--- config.mk ---
export PLATFORM = sky130hd
export DESIGN_NAME = rd_strobe_delay_calc
export DESIGN_NICKNAME = d
export VERILOG_FILES = /design/src/rtl/rd_strobe_delay_calc.sv
export SDC_FILE = /design/constraint.sdc
export NUM_CORES = 1
export LEC_CHECK = 0
export ABC_AREA = 1
export BUFFER_PORTS_ARGS = -buffer_cell sky130_fd_sc_hd__buf_2
export CORE_MARGIN = 2
export CORE_UTILIZATION = 59
export DETAILED_ROUTE_END_ITERATION = 8
export MAX_ROUTING_LAYER = met4
export PLACE_DENSITY = 0.81
export RECOVER_POWER = 25
export SYNTH_ARGS = -nofsm -noshare
export SYNTH_HDL_FRONTEND = slang
export SYNTH_SLANG_ARGS = --single-unit
export TNS_END_PERCENT = 10
--- constraint.sdc ---
create_clock -name clk -period 3.6 [get_ports clk]
set_clock_uncertainty 0.15 [all_clocks]
set_input_delay 0.18 -clock clk [delete_from_list [all_inputs] [get_ports clk]]
set_output_delay 0.18 -clock clk [all_outputs]
set_load 0.01 [all_outputs]
--- src/rtl/rd_strobe_delay_calc.sv ---
module rd_strobe_delay_calc #(
  parameter int PW = 12,
  parameter int DW = 4,
  parameter int CW = 8
) (
  input  logic          clk,
  input  logic          rst_n,
  input  logic          start,
  input  logic [PW-1:0] period_dns,
  input  logic          mode5,
  input  logic          thr_sel,
  output logic          busy,
  output logic          done,
  output logic [CW-1:0] data_setup,
  output logic [CW-1:0] data_hold,
  output logic [CW-1:0] addr_setup,
  output logic [15:0]   busy_tmo,
  output logic [1:0]    wr_dly_sel,
  output logic          half_per,
  output logic [DW-1:0] delay_code,
  output logic          delay_ovf
);
  localparam int NW   = 16;
  localparam int CNTW = $clog2(NW);
  localparam logic [DW-1:0] MAXC = '1;

  typedef enum logic [1:0] {S_IDLE, S_QUO, S_RND} st_t;
  st_t st;

  logic [NW:0]     rem;
  logic [NW-1:0]   quo, dvs;
  logic [CNTW-1:0] cnt;
  logic            half_q, m5_q;

  wire [NW-1:0] per_x = {{(NW-PW){1'b0}}, period_dns};
  wire [NW-1:0] trc   = mode5 ? 16'd200 : 16'd240;
  wire [NW-1:0] thr   = thr_sel ? 16'd120 : 16'd160;
  wire          slow  = per_x > thr;
  wire [NW-1:0] rp    = slow ? (per_x >> 1) : per_x;
  wire [NW-1:0] diff  = trc - per_x;
  wire [NW-1:0] num   = (trc > per_x) ? diff * 16'd80 : '0;

  wire [NW:0]   sh     = {rem[NW-1:0], quo[NW-1]};
  wire          ge     = sh >= {1'b0, dvs};
  wire [NW:0]   rem_nx = ge ? sh - {1'b0, dvs} : sh;
  wire [NW-1:0] quo_nx = {quo[NW-2:0], ge};
  wire          last   = cnt == CNTW'(NW - 1);
  wire [NW-1:0] q_rnd  = (&quo_nx) ? quo_nx : quo_nx + 16'd5;
  wire          big    = quo_nx > {{(NW-DW){1'b0}}, MAXC};

  always_ff @(posedge clk) begin
    if (!rst_n) begin
      st <= S_IDLE;
      rem <= '0;
      quo <= '0;
      dvs <= '0;
      cnt <= '0;
      half_q <= 1'b0;
      m5_q <= 1'b0;
      busy <= 1'b0;
      done <= 1'b0;
      data_setup <= '0;
      data_hold <= '0;
      addr_setup <= '0;
      busy_tmo <= '0;
      wr_dly_sel <= '0;
      half_per <= 1'b0;
      delay_code <= '0;
      delay_ovf <= 1'b0;
    end else begin
      done <= 1'b0;
      case (st)
        S_IDLE: if (start) begin
          quo <= num;
          dvs <= rp;
          rem <= '0;
          cnt <= '0;
          half_q <= slow;
          m5_q <= mode5;
          busy <= 1'b1;
          st <= S_QUO;
        end
        S_QUO: begin
          rem <= rem_nx;
          quo <= quo_nx;
          cnt <= cnt + 1'b1;
          if (last) begin
            quo <= q_rnd;
            dvs <= 16'd10;
            rem <= '0;
            cnt <= '0;
            st <= S_RND;
          end
        end
        S_RND: begin
          rem <= rem_nx;
          quo <= quo_nx;
          cnt <= cnt + 1'b1;
          if (last) begin
            st <= S_IDLE;
            busy <= 1'b0;
            done <= 1'b1;
            delay_code <= big ? MAXC : quo_nx[DW-1:0];
            delay_ovf <= big;
            half_per <= half_q;
            data_setup <= CW'(1);
            data_hold <= CW'(1);
            addr_setup <= CW'(m5_q);
            busy_tmo <= 16'h9000;
            wr_dly_sel <= 2'b11;
          end
        end
        default: st <= S_IDLE;
      endcase
    end
  end
endmodule

==> reports/results.tsv, run 1 <==
stage	metric	value	unit
outcome	outcome	complete, no violations	
clocking	cts_tree	built	
layout	drive_above_1_share	8.838	%
global_route	grt_pass1_wl	21.69	mm
yosys	synth.area.mux_share	0.1898	%
yosys	ys_types	49	
yosys	syn_area	5273	um^2
route	first_pass_iters	5	
yosys	ys_seq_area_share	23.54	%
worst_setup_path	slowest_delay	0.36	ns
yosys	netlist.area_leader.share	23.54	%
layout	area_growth	5.767	%
layout	utilization	64.26	%
worst_setup_path	crit_fanout	5	
clocking	clock_latency	0.35	ns
global_route	antenna_found_initial	0	
power	netSwitchingFraction	54.08	%
power	fin_total_pwr	0.004847	W
worst_setup_path	critPathArrivalTime	3.37	ns
power	comb_power_share	66.6	%
yosys	yosys.area_share.simple	26.44	%
yosys	syn_avg_cell_area	6.640	um^2
worst_setup_path	cp.required	3.72	ns
clocking	cts_root_buffer	clkbuf_8	
yosys	synthAdderAreaFrac	10.96	%
floorplanning	start_util	60.76	%
yosys	synth_commonest_cells	172 x nand2_1, 102 x inv_1, 88 x a21oi_1	
sta	rsz0062_at_grt	no	
yosys	async_flop_share	0	%
sta	period_needed	3.254	ns
power	power.density	869.1	nW/um^2
worst_setup_path	endpoint_kind	register	
sta	setup_violations	0	
power	pwr-share-seq	20.6	%
layout	insertedDiodeCount	0	
layout	fin_nets	883	
clocking	numCtsBuffers	9	
floorplanning	core	8678	um^2
layout	final.fill_count	841	
sta	fmax	307.3	MHz
clocking	clockBufferDepth	2	
yosys	synth_compound_area_share	20.53	%
route	routed_wl	13.29	mm
placed_design	portBuffers	31	
yosys	synth_area_leaders	dfxtp_1 24%, nand2_1 12%, ha_1 10%, a21oi_1 8.4%, inv_1 7.3%	
route	drtAntennaViolNets	0	
worst_setup_path	reg2reg_slack	0.78	ns
route	drt-initial-drc-count	335	
power	vdd_drop_max	0.5119	mV
placed_design	gp_congestion	0.8844	
placed_design	place_hpwl	10.06	mm
sta	worstMarginPinSlew	0.6424	ns
min_path	min_path_type	input pin to register	
route	drc_errors	0	
global_route	grt_pass1_vias	4759	
floorplanning	dieArea	9709	um^2
power	intPower	0.002226	W
worst_setup_path	crit_family	compound AO/OA/AOI/OAI gates	
layout	multi_input_comb_area	3367	um^2
sta	slew_headroom	57.17	%
floorplanning	dieHeight	98.54	um
flow_run	maxCapViolCount	0	
floorplanning	rows	34	
sta	holdWs	0.02775	ns
yosys	synth_warnings	0	
floorplanning	ios	67	
route	viasPerCell	5.589	
route	vias	5220	
yosys	netlist_instances	794	
sta	tns	0	ns
global_route	grt_max_degree	34	
worst_setup_path	cp.buffers_inverters	4	
yosys	yosysMostFrequentCell	nand2_1	
clocking	cts_max_level	3	
power	clockPowerShare	12.8	%
floorplanning	die_w	98.54	um
route	routedWlPerCell	14.23	um
worst_setup_path	critPathLaunchType	input pin	
clocking	path_clk_slew	0.06	ns
global_route	grt_overflow_total	0	
yosys	synth_top_family_by_area	simple AND/OR/NAND/NOR gates	
power	p_leak	2.622	nW
yosys	ys_ff_latch	62	
yosys	synth_largest_area_cell	dfxtp_1	
global_route	grt.total_usage	27.89	%
worst_setup_path	crit_type	input pin to register	
sta	report.final.slew_viol_count	0	
worst_setup_path	cp_cell_sequence	buf_2, inv_1, ha_1, a21oi_1, inv_1, a211oi_2, nand3_1, xor2_1, ha_1, ha_1, a21oi_1, o21ai_0, a21oi_1, nand3b_1, nand2_1, nand2_1, nand2_1, o21ai_0, inv_1, a21oi_2	
sta	fin_crit_sh	90.39	%
yosys	ys.flop_type	dfxtp_1	
yosys	synthXorXnorAreaFrac	3.156	%
power	switching_power	0.002621	W
sta	finalHoldViolCount	0	
clocking	cts_setup_buffers	0	
clocking	cts_sinks	62	
yosys	synth_edf_count	0	
worst_setup_path	slowest_stage	ha_1	
layout	seq_area	1241	um^2
power by group through the flow:
stage / logic (W) / clock network [W] / registers (W)
finish: 0.00323 / 0.000620 / 0.000999
floorplan: 0.00255 / 0 / 0.000966
global route: 0.00359 / 0.000658 / 0.00102
CTS: 0.00316 / 0.000629 / 0.000994
global placement: 0.00308 / 0 / 0.00100
detailed placement: 0.00315 / 0 / 0.00101
state kept, by name, indices dropped and copies added (netlist names), 2 cells and up:
register,flops
dvs,12
quo,16
delay_code,4
cnt,4
st,2
rem,16
path summary, 6_finish.rpt:
path / from / end / cells after the start
max reg2reg: dvs[10] / quo[12] / 21
max: mode5 / quo[15] / 20
min reg2reg: dvs[9] / dvs[9] / 2
min: mode5 / m5_q / 3
what timing repair did:
action | in CTS | in global routing
endpoints found under the setup margin | 0 | 1
hold endpoints to repair | 3 | 0
gates resized for setup | 0 | 1
hold buffers | 3 | 0
final cells by class:
type | count | share of cell area, %
Inverter | 110 | 7.404
Sequential cell | 62 | 22.26
Multi-Input combinational cell | 597 | 60.38
Clock inverter | 2 | 0.2244
Tap cell | 108 | 2.423
Clock buffer | 14 | 3.455
Timing Repair Buffer | 41 | 3.859
cell families after synthesis:
family          after synthesis
compound gates              191
xor+xnor                     19
fa+ha+maj                    45
buf+inv                     169
flops                        62
mux                           1
other cells                   1
simple gates                306
stage by stage:
step | area (um^2) | setup WS [ns] | instances
finish | 5577 | 0.3458 | 934
global route | 5577 | 0.05701 | 934
CTS | 5594 | 0.2785 | 934
global placement | 5359 | 0.1028 | 915
detailed placement | 5359 | -0.05706 | 915
floorplan | 5400 | 0.3677 | 828
cell usage in the layout, fill, tap and decap left out, types with 3 or more instances in the layout:
cell type / n
nand2_1: 172
inv_1: 102
a21oi_1: 88
dfxtp_1: 62
o21ai_0: 56
nor2_1: 51
ha_1: 43
conb_1: 35
nand3_1: 34
buf_2: 16
clkbuf_1: 16
clkbuf_8: 14
xor2_1: 13
nand4_1: 13
o211ai_1: 12
nor3_1: 10
o21ai_1: 6
inv_2: 6
xnor2_1: 6
buf_4: 6
o221ai_1: 5
nor4_1: 4
nand2_2: 4
a21oi_2: 4
nor2_2: 3
nor2_8: 3
o22ai_1: 3
dlygate4sd3_1: 3
worst register-to-register path, cell delays in order (launching register included):
cell and delay, ns:
dfxtp_1 0.35, inv_1 0.06, ha_1 0.34, nand2_1 0.10, inv_2 0.08, nand2_1 0.06, nor2_2 0.12, nand2_1 0.09
nand2_2 0.09, nor2_4 0.05, nand2_4 0.10, ha_1 0.14, nor2_1 0.06, nor3_1 0.24, inv_1 0.10, nor2_2 0.17
nand2_1 0.09, nand2_1 0.06, nand3_1 0.06, nand2_1 0.08, nand2_1 0.05, a21oi_1 0.13
per-layer routing:
metal	share of wire, %	vias up	GRT usage (%)
met3	6.5	15	3.546
met2	48	201	46.47
li1	-	2614	-
met5	0	-	-
met1	44	2390	35.77
met4	1.2	0	7.798
Note: power is estimated with default switching activity, not from simulation.
==> run 2: changes to the inputs <==
--- a/config.mk
+++ b/config.mk
@@ -8,10 +8,10 @@
 export ABC_AREA = 1
 export BUFFER_PORTS_ARGS = -buffer_cell sky130_fd_sc_hd__buf_2
 export CORE_MARGIN = 2
-export CORE_UTILIZATION = 59
+export CORE_UTILIZATION = 60
 export DETAILED_ROUTE_END_ITERATION = 8
 export MAX_ROUTING_LAYER = met4
-export PLACE_DENSITY = 0.81
+export PLACE_DENSITY = 0.82
 export RECOVER_POWER = 25
 export SYNTH_ARGS = -nofsm -noshare
 export SYNTH_HDL_FRONTEND = slang
==> constraint.sdc (replaced) <==
create_clock -name clk -period 3.8 [get_ports clk]
set_clock_uncertainty 0.15 [all_clocks]
set_input_delay 0.19 -clock clk [delete_from_list [all_inputs] [get_ports clk]]
set_output_delay 0.19 -clock clk [all_outputs]
set_load 0.01 [all_outputs]
==> run 2 against run 1 <==
  * Sequential share of layout area grew 0.20 points
  * Critical path type unchanged
  * Sequential power fell by 5.1%
  * Combinational power decreased by 6%
  * Largest power group unchanged
  * Cell count fell by 0.43%
  * Critical path depth unchanged
  * Via count decreased by 0.33%
  * Total power down 5.8%
==> reports/results.tsv, run 2 (synthesis gave the netlist of run 1 again) <==
stage	metric	value	unit
power	netSwitchingFraction	53.68	%
floorplanning	core	8636	um^2
sta	slew_headroom	56.82	%
clocking	cts_max_level	3	
placed_design	dp.cells	914	
power	p_leak	2.606	nW
placed_design	dpl_worst_slack	0.1227	ns
power	pwr-share-seq	20.8	%
sta	report.final.slew_viol_count	0	
min_path	min_path_type	input pin to register	
route	first_pass_iters	5	
route	vias	5203	
clocking	cts_setup_buffers	0	
sta	setup_violations	0	
worst_setup_path	crit_path_frequent_cell	inv_1	
clocking	clock_latency	0.35	ns
power	vdd_drop_max	0.4739	mV
sta	tns	0	ns
worst_setup_path	r2r_start	dvs[10]	
worst_setup_path	critPathLaunchType	input pin	
layout	final_common_cell	nand2_1	
clocking	numCtsBuffers	9	
floorplanning	start_util	61.05	%
clocking	clockBufferDepth	2	
power	comb_power_share	66.3	%
outcome	outcome	complete, no violations	
global_route	grt_max_degree	33	
worst_setup_path	r2r_cells	21	
worst_setup_path	critPathArrivalTime	3.48	ns
global_route	antenna_found_initial	0	
floorplanning	ios	67	
sta	rsz0062_at_grt	no	
min_path	holdPathStages	3	
route	viasPerCell	5.595	
clocking	cts_sinks	62	
global_route	grt_pass1_vias	4836	
sta	fmax	298.6	MHz
sta	period_needed	3.349	ns
layout	area_growth	4.817	%
placed_design	place_area	5351	um^2
route	drc_errors	0	
layout	final.fill_count	833	
sta	finalHoldViolCount	0	
clocking	cts_tree	built	
power	clockPowerShare	12.9	%
power	power.density	825.9	nW/um^2
sta	worstMarginPinSlew	0.6478	ns
worst_setup_path	crit_fanout	5	
layout	fin_nets	879	
global_route	grt_pass1_wl	22.11	mm
sta	worst_slack	0.4508	ns
worst_setup_path	crit_family	compound AO/OA/AOI/OAI gates	
layout	drive_above_1_share	8.394	%
clocking	path_clk_slew	0.06	ns
worst_setup_path	timing.rr.end	quo[12]	
min_path	min_from	period_dns[9]	
power	switching_power	0.002450	W
power	intPower	0.002114	W
layout	final_cell_area	5527	um^2
worst_setup_path	crit_type	input pin to register	
global_route	grt_overflow_total	0	
layout	final_cell_mix	173 x nand2_1, 102 x inv_1, 88 x a21oi_1	
floorplanning	dieArea	9553	um^2
sta	fin_crit_sh	88.14	%
worst_setup_path	reg2reg_slack	0.95	ns
floorplanning	die_w	97.74	um
layout	insertedDiodeCount	0	
flow_run	maxCapViolCount	0	
placed_design	gp_congestion	0.9375	
layout	finalNonFillerCells	930	
layout	largestRegisters	quo x16, rem x16, dvs x12	
clocking	postCtsResizedCells	0	
placed_design	portBuffers	31	
placed_design	place_hpwl	10.18	mm
global_route	grt.total_usage	28.73	%
route	drt-initial-drc-count	335	
min_path	min_delay_worst_endpoint	dvs[8]	
clocking	ctsHoldBuffers	0	
worst_setup_path	endpoint_kind	register	
route	routed_wl	13.25	mm
route	drtAntennaViolNets	0	
clocking	cts_root_buffer	clkbuf_8	
worst_setup_path	slowest_delay	0.40	ns
worst_setup_path	cp.buffers_inverters	5	
worst_setup_path	cp.required	3.93	ns
worst_setup_path	slowest_stage	a211oi_1	
floorplanning	rows	34	
worst_setup_path	cp_cell_sequence	buf_2, inv_1, ha_1, a21oi_1, inv_1, a211oi_1, xor2_1, inv_1, ha_1, ha_1, a21oi_1, o21ai_0, a21oi_1, nand3b_1, nand2_1, nand2_1, nand2_1, o21ai_0, inv_1, a21oi_2	
route	routedWlPerCell	14.25	um
floorplanning	dieHeight	97.74	um
## run 2: changes by cell type in the layout (fill, tap and decap cells not counted), sizes merged
cell and delta:
buf -1, bufinv +1, clkbuf -2, clkinv +2, clkinvlp -1, dlygate4sd3 -3
## run 2: area by class of cell
cell class / count / area (um^2) / area share [%]
clock buffers: 12 / 155.1 / 2.807
flip-flops and latches: 62 / 1241 / 22.46
repair buffers: 37 / 177.7 / 3.215
clock inverters: 4 / 45.04 / 0.8150
inverters: 110 / 412.9 / 7.471
well taps: 108 / 135.1 / 2.445
multi-input cells: 597 / 3359 / 60.79
## run 2: layer usage
layer,up-vias,part of all wire [%],track usage (%)
met3,21,5.5,3.078
li1,2608,-,-
met2,180,49,49.02
met4,0,2.2,10.47
met5,-,0,-
met1,2394,43,35.30
## run 2: worst min-delay path, cell delays in order
cell and delay (ns):
buf_2 0.14, nand2_1 0.07, a21oi_1 0.06
## run 2: power groups by stage
stage / Clock (W) / Combinational, W / Sequential (W)
after global routing: 0.000618 / 0.00339 / 0.000969
final: 0.000590 / 0.00303 / 0.000948
after CTS: 0.000595 / 0.00301 / 0.000943
after floorplan: 0 / 0.00241 / 0.000916
after detailed placement: 0 / 0.00299 / 0.000956
after global placement: 0 / 0.00289 / 0.000947
## run 2: stage by stage
step	total power [W]	hold WS (ns)	util, %
CTS	0.004545	0.003972	64.29
floorplan	0.003330	0.1784	-
global route	0.004973	0.02491	64.00
global placement	0.003836	0.2954	61.97
finish	0.004564	0.01220	64.00
detailed placement	0.003950	0.2981	61.97
## run 2: worst max path at each step
stage	from	endpoint	slack [ns]	cells past startpoint
finish	mode5	quo[15]	0.45	20
global route	period_dns[3]	quo[15]	0.21	22
CTS	mode5	quo[15]	0.48	20
detailed placement	mode5	quo[15]	0.12	20
global placement	mode5	quo[15]	0.21	20
floorplan	period_dns[4]	quo[15]	0.56	19
==> run 3: changes to the inputs <==
==> constraint.sdc (replaced) <==
create_clock -name clk -period 4 [get_ports clk]
set_clock_uncertainty 0.15 [all_clocks]
set_input_delay 0.2 -clock clk [delete_from_list [all_inputs] [get_ports clk]]
set_output_delay 0.2 -clock clk [all_outputs]
set_load 0.01 [all_outputs]
==> run 3 against run 2 <==
  * Total power shrank 5.8%
  * Highest routed layer unchanged
  * Wire length shrank 1.1%
  * Largest cell class unchanged
  * Clock power shrank 4.2%
  * Via count shrank 2.3%
  * Combinational power shrank 6.6%
  * Sequential share of layout area grew 0.056 points
  * Flip-flop and latch count is the same
  * Critical endpoint unchanged
  * Non-clock buffer count shrank 2
  * Global-route usage shrank 0.52 points
==> reports/results.tsv, run 3 (synthesis gave the netlist of run 1 again) <==
stage	metric	value	unit
sta	slew_headroom	57.70	%
floorplanning	ios	67	
global_route	antenna_found_initial	0	
route	vias	5085	
worst_setup_path	endpoint_kind	register	
sta	finalHoldViolCount	0	
outcome	outcome	complete, no violations	
worst_setup_path	crit_fanout	5	
min_path	min_delay_worst_endpoint	dvs[8]	
clocking	clock_latency	0.34	ns
layout	final_cell_area	5513	um^2
clocking	cts_sinks	62	
power	power.density	779.9	nW/um^2
worst_setup_path	r2r_cells	18	
layout	final_cell_mix	173 x nand2_1, 102 x inv_1, 88 x a21oi_1	
worst_setup_path	cp_cell_sequence	buf_2, inv_1, ha_1, a21oi_1, inv_1, a211oi_1, nand3_1, xor2_1, ha_1, ha_1, a21oi_1, o21ai_0, a21oi_1, nand3b_1, nand2_1, nand2_1, nand2_1, o21ai_0, inv_1, a21oi_2	
floorplanning	die_w	97.74	um
global_route	grt_pass1_wl	21.56	mm
sta	setup_violations	0	
placed_design	place_area	5336	um^2
floorplanning	core	8636	um^2
placed_design	place_hpwl	10.01	mm
clocking	postCtsResizedCells	0	
clocking	numCtsBuffers	9	
layout	area_growth	4.556	%
sta	tns	0	ns
placed_design	portBuffers	31	
worst_setup_path	slowest_stage	a211oi_1	
min_path	min_path_type	input pin to register	
floorplanning	start_util	61.05	%
global_route	grt_max_degree	40	
clocking	cts_max_level	3	
clocking	clockBufferDepth	2	
layout	insertedDiodeCount	0	
worst_setup_path	crit_type	input pin to register	
route	drc_errors	0	
layout	largestRegisters	quo x16, rem x16, dvs x12	
route	first_pass_iters	5	
layout	final_common_cell	nand2_1	
power	vdd_drop_max	0.5418	mV
floorplanning	rows	34	
layout	fin_nets	877	
route	drtAntennaViolNets	0	
sta	worstMarginPinSlew	0.6344	ns
worst_setup_path	critPathLaunchType	input pin	
power	p_leak	2.590	nW
worst_setup_path	reg2reg_slack	1.15	ns
route	drt-initial-drc-count	284	
clocking	ctsHoldBuffers	0	
global_route	grt_overflow_total	0	
worst_setup_path	critPathLaunch	period_dns[4]	
sta	period_needed	3.517	ns
min_path	holdPathStages	3	
global_route	grt_use_met1	34.93	%
min_path	min_from	period_dns[9]	
route	routedWlPerCell	14.12	um
clocking	cts_tree	built	
global_route	grt_busiest_layer	met2	
flow_run	maxCapViolCount	0	
placed_design	gp_congestion	0.9109	
route	viasPerCell	5.480	
worst_setup_path	slowest_delay	0.41	ns
clocking	path_clk_slew	0.07	ns
worst_setup_path	critPathArrivalTime	3.63	ns
layout	drive_above_1_share	8.049	%
global_route	use_met2	48.49	%
floorplanning	dieArea	9553	um^2
worst_setup_path	timing.rr.end	quo[14]	
sta	rsz0062_at_grt	no	
worst_setup_path	r2r_start	dvs[8]	
global_route	use_met3	3.937	%
sta	report.final.slew_viol_count	0	
floorplanning	dieHeight	97.74	um
global_route	grt.total_usage	28.22	%
sta	fin_crit_sh	87.94	%
route	routed_wl	13.10	mm
global_route	grt_pass1_vias	4714	
worst_setup_path	cp.required	4.12	ns
sta	fmax	284.3	MHz
clocking	cts_setup_buffers	0	
clocking	cts_root_buffer	clkbuf_8	
[run 3: cell types whose count changed in the layout (fill, tap and decap cells not counted), sizes merged]
cell / change
clkinvlp: +1
clkinv: -2
buf: -2
clkbuf: +1
[run 3: report_power, final]
group	total, W	leakage [nW]	internal, W	switching (W)
clock	0.000565	0.0996	0.000322	0.000244
combinational	0.00283	1.99	0.000925	0.00191
sequential	0.000900	0.505	0.000758	0.000142
[run 3: metal layers]
| layer | part of all wire [%] | vias up |
|---|---|---|
| met5 | 0 | - |
| met4 | 0.90 | 0 |
| met3 | 4.9 | 13 |
| met2 | 49 | 146 |
| met1 | 46 | 2331 |
| li1 | - | 2595 |
[run 3: through the flow]
| stage | total power [W] | hold WS [ns] | setup slack [ns] | instances | util, % |
|---|---|---|---|---|---|
| 5_1_grt | 0.004701 | 0.03309 | 0.1648 | 928 | 63.84 |
| 4_1_cts | 0.004278 | 0.003998 | 0.5235 | 928 | 64.13 |
| 3_3_place_gp | 0.003645 | 0.2944 | 0.3226 | 912 | 61.79 |
| 3_5_place_dp | 0.003709 | 0.2990 | 0.1991 | 912 | 61.79 |
| 6_report | 0.004300 | 0.01147 | 0.4826 | 928 | 63.84 |
| 2_1_floorplan | 0.003164 | 0.1884 | 0.7477 | 828 | - |
[run 3: critical path: cells and delay by family]
kind                     cells  cell delay [ns]
buffers and inverters        4             0.31
XOR/XNOR                     1             0.24
AND/OR/NAND/NOR              5             0.48
AO/OA/AOI/OAI                7             1.41
adder cells (fa/ha/maj)      3             1.01
[run 3: final cells by class]
class | count | area, um^2
fillers | 849 | 3123
inverters | 110 | 412.9
multi-input cells | 597 | 3359
flip-flops and latches | 62 | 1241
clock buffers | 13 | 158.9
clock inverters | 3 | 42.54
repair buffers | 35 | 162.7
well taps | 108 | 135.1
[run 3: worst max-delay path by stage]
stage / endpoint / slack [ns]
floorplan: quo[15] / 0.75
global placement: quo[15] / 0.32
detailed placement: quo[15] / 0.20
CTS: quo[15] / 0.52
global route: quo[15] / 0.16
finish: quo[15] / 0.48
